<file path="config.mk">
export PLATFORM = sky130hd
export DESIGN_NAME = ext_to_int_rounder
export DESIGN_NICKNAME = d
export VERILOG_FILES = /design/src/rtl/ext_to_int_rounder.sv
export SDC_FILE = /design/constraint.sdc
export NUM_CORES = 1
export LEC_CHECK = 0
export ABC_AREA = 0
export BUFFER_PORTS_ARGS = -buffer_cell sky130_fd_sc_hd__buf_2
export CAP_MARGIN = 20
export CELL_PAD_IN_SITES_DETAIL_PLACEMENT = 1
export CELL_PAD_IN_SITES_GLOBAL_PLACEMENT = 1
export CORE_ASPECT_RATIO = 0.7
export CORE_UTILIZATION = 48
export CTS_BUF_LIST = sky130_fd_sc_hd__clkbuf_8
export CTS_CLUSTER_SIZE = 24
export DETAILED_ROUTE_END_ITERATION = 16
export GPL_TIMING_DRIVEN = 0
export PLACE_DENSITY_LB_ADDON = 0.1
export SLEW_MARGIN = 20
export SYNTH_ARGS = -nofsm -noshare
export SYNTH_HDL_FRONTEND = slang
export SYNTH_SLANG_ARGS = --single-unit
</file>
<file path="constraint.sdc">
create_clock -name clk -period 7.65 [get_ports clk]
set_clock_uncertainty 0.15 [all_clocks]
set_input_delay 0.765 -clock clk [delete_from_list [all_inputs] [get_ports clk]]
set_output_delay 0.765 -clock clk [all_outputs]
set_load 0.05 [all_outputs]
</file>
<file path="src/rtl/ext_to_int_rounder.sv">
module ext_to_int_rounder #(
  parameter int INT_W = 32,
  parameter int EXP_W = 15,
  parameter int SIG_W = 64
) (
  input  logic                   clk,
  input  logic                   rst_n,
  input  logic                   start,
  input  logic [SIG_W+EXP_W:0]   operand,
  input  logic [1:0]             rmode,
  output logic [INT_W-1:0]       result,
  output logic                   done,
  output logic                   invalid,
  output logic                   inexact
);

  localparam int BIAS = (1 << (EXP_W - 1)) - 1;
  localparam int KW   = EXP_W + 2;
  localparam int WIDE = 2 * SIG_W;
  localparam int SHW  = $clog2(WIDE);
  localparam logic signed [KW-1:0] K_LO = KW'(-SIG_W);
  localparam logic signed [KW-1:0] K_HI = KW'(SIG_W - 1);
  localparam logic signed [KW-1:0] K_BIAS = KW'(BIAS);
  localparam logic [SIG_W:0] NEG_LIM = {{(SIG_W-INT_W+1){1'b0}}, 1'b1, {(INT_W-1){1'b0}}};
  localparam logic [SIG_W:0] POS_LIM = NEG_LIM - 1'b1;
  localparam logic [INT_W-1:0] INDEF = {1'b1, {(INT_W-1){1'b0}}};

  localparam logic [1:0] RM_NEAR = 2'b00;
  localparam logic [1:0] RM_DOWN = 2'b01;
  localparam logic [1:0] RM_UP   = 2'b10;
  localparam logic [1:0] RM_ZERO = 2'b11;

  // field split and alignment
  logic                 sgn;
  logic [EXP_W-1:0]     ex;
  logic [SIG_W-1:0]     sig;
  logic signed [KW-1:0] k;
  logic                 special, tiny, huge;
  logic [SHW-1:0]       sh;
  logic [WIDE-1:0]      wide;

  assign sgn     = operand[SIG_W+EXP_W];
  assign ex      = operand[SIG_W+EXP_W-1:SIG_W];
  assign sig     = operand[SIG_W-1:0];
  assign k       = $signed({2'b00, ex}) - K_BIAS;
  assign special = &ex;
  assign tiny    = k < K_LO;
  assign huge    = k > K_HI;
  assign sh      = SHW'(SIG_W - 1) - k[SHW-1:0];
  assign wide    = {sig, {SIG_W{1'b0}}} >> sh;

  logic [SIG_W-1:0] q_c;
  logic             r_c, s_c;

  always_comb begin
    if (tiny) begin
      q_c = '0;
      r_c = 1'b0;
      s_c = |sig;
    end else if (huge) begin
      q_c = '0;
      r_c = 1'b0;
      s_c = 1'b0;
    end else begin
      q_c = wide[WIDE-1:SIG_W];
      r_c = wide[SIG_W-1];
      s_c = |wide[SIG_W-2:0];
    end
  end

  // stage 1
  logic [SIG_W-1:0] q1;
  logic             r1, s1, sgn1, bad1, v1;
  logic [1:0]       mode1;

  always_ff @(posedge clk) begin
    if (!rst_n) begin
      v1    <= 1'b0;
      q1    <= '0;
      r1    <= 1'b0;
      s1    <= 1'b0;
      sgn1  <= 1'b0;
      bad1  <= 1'b0;
      mode1 <= RM_NEAR;
    end else begin
      v1 <= start;
      if (start) begin
        q1    <= q_c;
        r1    <= r_c;
        s1    <= s_c;
        sgn1  <= sgn;
        bad1  <= special | (huge & (|sig));
        mode1 <= rmode;
      end
    end
  end

  // rounding, range and sign
  logic             inc;
  logic [SIG_W:0]   mag;
  logic             ovf;
  logic [INT_W-1:0] ires, res_n;

  always_comb begin
    unique case (mode1)
      RM_NEAR: inc = r1 & (s1 | q1[0]);
      RM_DOWN: inc = (r1 | s1) & sgn1;
      RM_UP:   inc = (r1 | s1) & ~sgn1;
      RM_ZERO: inc = 1'b0;
      default: inc = 1'b0;
    endcase
  end

  assign mag   = {1'b0, q1} + {{SIG_W{1'b0}}, inc};
  assign ovf   = bad1 | (mag > (sgn1 ? NEG_LIM : POS_LIM));
  assign ires  = mag[INT_W-1:0];
  assign res_n = ovf ? INDEF : (sgn1 ? (~ires + 1'b1) : ires);

  // stage 2
  always_ff @(posedge clk) begin
    if (!rst_n) begin
      done    <= 1'b0;
      result  <= '0;
      invalid <= 1'b0;
      inexact <= 1'b0;
    end else begin
      done <= v1;
      if (v1) begin
        result  <= res_n;
        invalid <= ovf;
        inexact <= ~ovf & (r1 | s1);
      end
    end
  end

  assert_done_latency_R10: assert property (@(posedge clk) disable iff (!rst_n)
    start |=> ##1 done);

  assert_hold_between_R10: assert property (@(posedge clk) disable iff (!rst_n)
    !done |-> ($stable(result) && $stable(invalid) && $stable(inexact)));

  assert_indefinite_R8: assert property (@(posedge clk) disable iff (!rst_n)
    (done && invalid) |-> (result == INDEF && !inexact));

  assert_sign_source_R6: assert property (@(posedge clk) disable iff (!rst_n)
    (done && !invalid && result[INT_W-1]) |-> $past(operand[SIG_W+EXP_W], 2));

endmodule

</file>
==> impl_metrics.yaml <==
detailed_routing:
  routedWlPerCell_um: 29.8
  finalWirelength_um: 62000
  vias: 15000
  drc: 0
  viasPerCell: 7.20
  drtIter0Drc: 1803
  drtAntennaViolNets: 0
  dr.pass1.iters: 6
clocking:
  root_buffer: "clkbuf_8"
  path_clk_slew_ns: 0.11
  cts_sinks: 106
  postCtsSetupRepairBufs: 0
  postCtsHoldBufs: 0
  cts_max_path_buffers: 2
  cts_buffers: 9
  ctsResizeCount: 0
  clock_latency_ns: 0.40
  cts_tree: "done"
  h-tree-depth: 3
worst_setup_path:
  required_ns: 7.83
  setup.worst_path.start: "sgn1"
  r2r_cells: 20
  end_kind: "register"
  reg2reg_to: "result[28]"
  regToRegSetupSlack_ns: 0.29
  path_max_fanout: 37
  worst_setup_path_start_kind: "register"
  path_class: "reg2reg"
  r2r_start: "sgn1"
  worst_ep_arrival_time_ns: 7.54
power_and_ir_drop:
  power_frac_clock_pct: 20.3
  swShare_pct: 45.7
  p_leak_nw: 5.88
  switchingPower_w: 0.000939
  ir_drop_uv: 89.0
  p_seq_share_pct: 27.9
  p_int_w: 0.00112
  pwr-share-comb_pct: 51.8
  power_density_mw_per_mm2: 142
synth:
  ys_warn_count: 0
  synth_edf_count: 0
  synth_cell_types: 95
  yosys_register_bits: 106
  syn-num-nets: 1707
  netlist_area_mm2: 0.0131
  ys_seq_area_share_pct: 16.2
  syn_avg_cell_area_um2: 8.29
  async_flop_share_pct: 0
  postSynthCellCount: 1583
  ys.flop_type: "dfxtp_1"
min_path:
  min_to: "result[20]"
  hold_path_class: "reg2reg"
  hp-start: "result[20]"
  min_path_cells: 2
finish:
  most-common-layout-cells: "nand2_1 (175), buf_2 (168), mux2i_1 (123)"
  layout_commonest_cell: "nand2_1"
  syn_to_final_growth_pct: 9.93
  instances_no_fill: 2082
  final_core_util_pct: 53.9
  num-fill-cells: 3345
  fin_nets: 1836
  drive_gt1_share_pct: 21.8
placed_design:
  dp.cells: 2063
  place_ws_ns: 0.763
  hpwl_um: 50600
  gp_routability_congestion: 1.07
  place.port_buffers: 116
global_routing:
  grt.overflow.total: 0
  grt_pass1_wl_um: 91000
  grt_start_max_net_pins: 38
  grt_pass1_vias: 14200
  track_usage_pct: 43.7
  antenna_found_initial: 3
sta:
  slew-limit-headroom_pct: 19.2
  final.period_utilization_pct: 96.2
  fmax_ghz: 0.136
  setup_viol: 0
  fin_crit_ns: 7.36
  worst_hold_slack_ns: 0.299
  fin_tns_setup_ns: 0
  rsz0062_at_grt: "false"
  hold_viol_final: 0
  setup_ws_ns: 0.288
  tightestPinTransition_ns: 1.20
  slew_violations: 0
floorplanning:
  fp.coreArea_mm2: 0.0268
  die_y_um: 140
  die_x_um: 200
  placementRows: 50
  initial_core_util_pct: 49.0
  io_pins: 120
  die-area_mm2: 0.0280
outcome:
  status: "finished clean"
flow_run:
  drv_cap: 0
area by class of cell:
class	instances	area (um^2)	area share [%]
diodes	1	2.50	0.0173
clock inverters	6	96.3	0.668
multi-input cells	1316	10200	70.9
inverters	46	173	1.20
flip-flops and latches	106	2120	14.7
clock buffers	10	138	0.954
well taps	364	455	3.16
repair buffers	118	591	4.09
plain buffers	115	628	4.35
cell usage after synthesis (all sizes together) (38+ instances only):
library cell  number  share of area, %
nand2            176               5.1
mux2i            125               9.6
o21ai            113               4.3
dfxtp            106                16
buf               84               3.9
nor2              75               2.2
mux2              64               5.5
mux4              62                11
nor3              57               2.2
nand4             51               2.5
xnor2             48               3.3
inv               46               1.3
nor4              46               2.4
nand3             45               1.8
a21oi             39               1.5
ha                39               3.7
xor2              38               2.6
stage by stage:
| step | total power [W] | cell area, um^2 |
|---|---|---|
| floorplan | 0.00120 | 13100 |
| global placement | 0.00155 | 14200 |
| detailed placement | 0.00157 | 14200 |
| CTS | 0.00198 | 14400 |
| global route | 0.00209 | 14400 |
| finish | 0.00205 | 14400 |
worst max-delay path, cell delays in order, from the launching register on:
cell and delay [ns]:
dfxtp_2 0.89, clkbuf_1 0.64, xor2_1 0.21, nand2_1 0.07
nor2_1 0.08, a21oi_1 0.05, nor2_1 0.12, ha_1 0.30
ha_1 0.20, buf_2 0.21, nand3_1 0.26, nor4_1 0.61
xor2_1 0.28, ha_1 0.37, nand4_1 0.10, nor4_1 0.98
a31oi_1 0.32, a2111oi_4 0.81, nand2_2 0.21, buf_2 0.27
o21ai_1 0.16
worst max-delay path by stage:
stage	end	slack (ns)	depth (start not counted)
global placement	result[21]	0.45	20
CTS	result[25]	0.73	20
finish	result[28]	0.29	20
global route	result[19]	0.05	20
floorplan	result[8]	2.29	23
detailed placement	result[25]	0.76	20
power by group through the flow:
stage | clock [W] | combinational (W) | sequential (W)
after CTS | 0.000422 | 0.000991 | 0.000572
after global placement | 0 | 0.000971 | 0.000584
after floorplan | 0 | 0.000611 | 0.000592
after global routing | 0.000438 | 0.00108 | 0.000574
final | 0.000417 | 0.00107 | 0.000572
after detailed placement | 0 | 0.000986 | 0.000584
cell families (layout without fill, tap and decap cells):
group,after synthesis,in the layout,share of synthesized area (%)
compound gates,382,382,20.3
xor+xnor,86,86,5.91
fa+ha+maj,39,39,3.72
buf+inv,161,295,6.10
flops,106,106,16.2
mux,251,251,25.9
other cells,0,1,0
simple gates,558,558,22.0
sequential cells by signal, summed over array words and instances, names as in the netlist:
register  cells
q1           64
result       32
mode1         2
bad1          1
done          1
inexact       1
invalid       1
r1            1
s1            1
sgn1          1
v1            1
metal layers:
layer	GRT usage, %	wire length [um]
met1	64.6	27300
met2	56.9	23600
met3	20.6	10000
met4	6.95	976
met5	0	0
No activity file was read; power rests on OpenSTA's default activity.
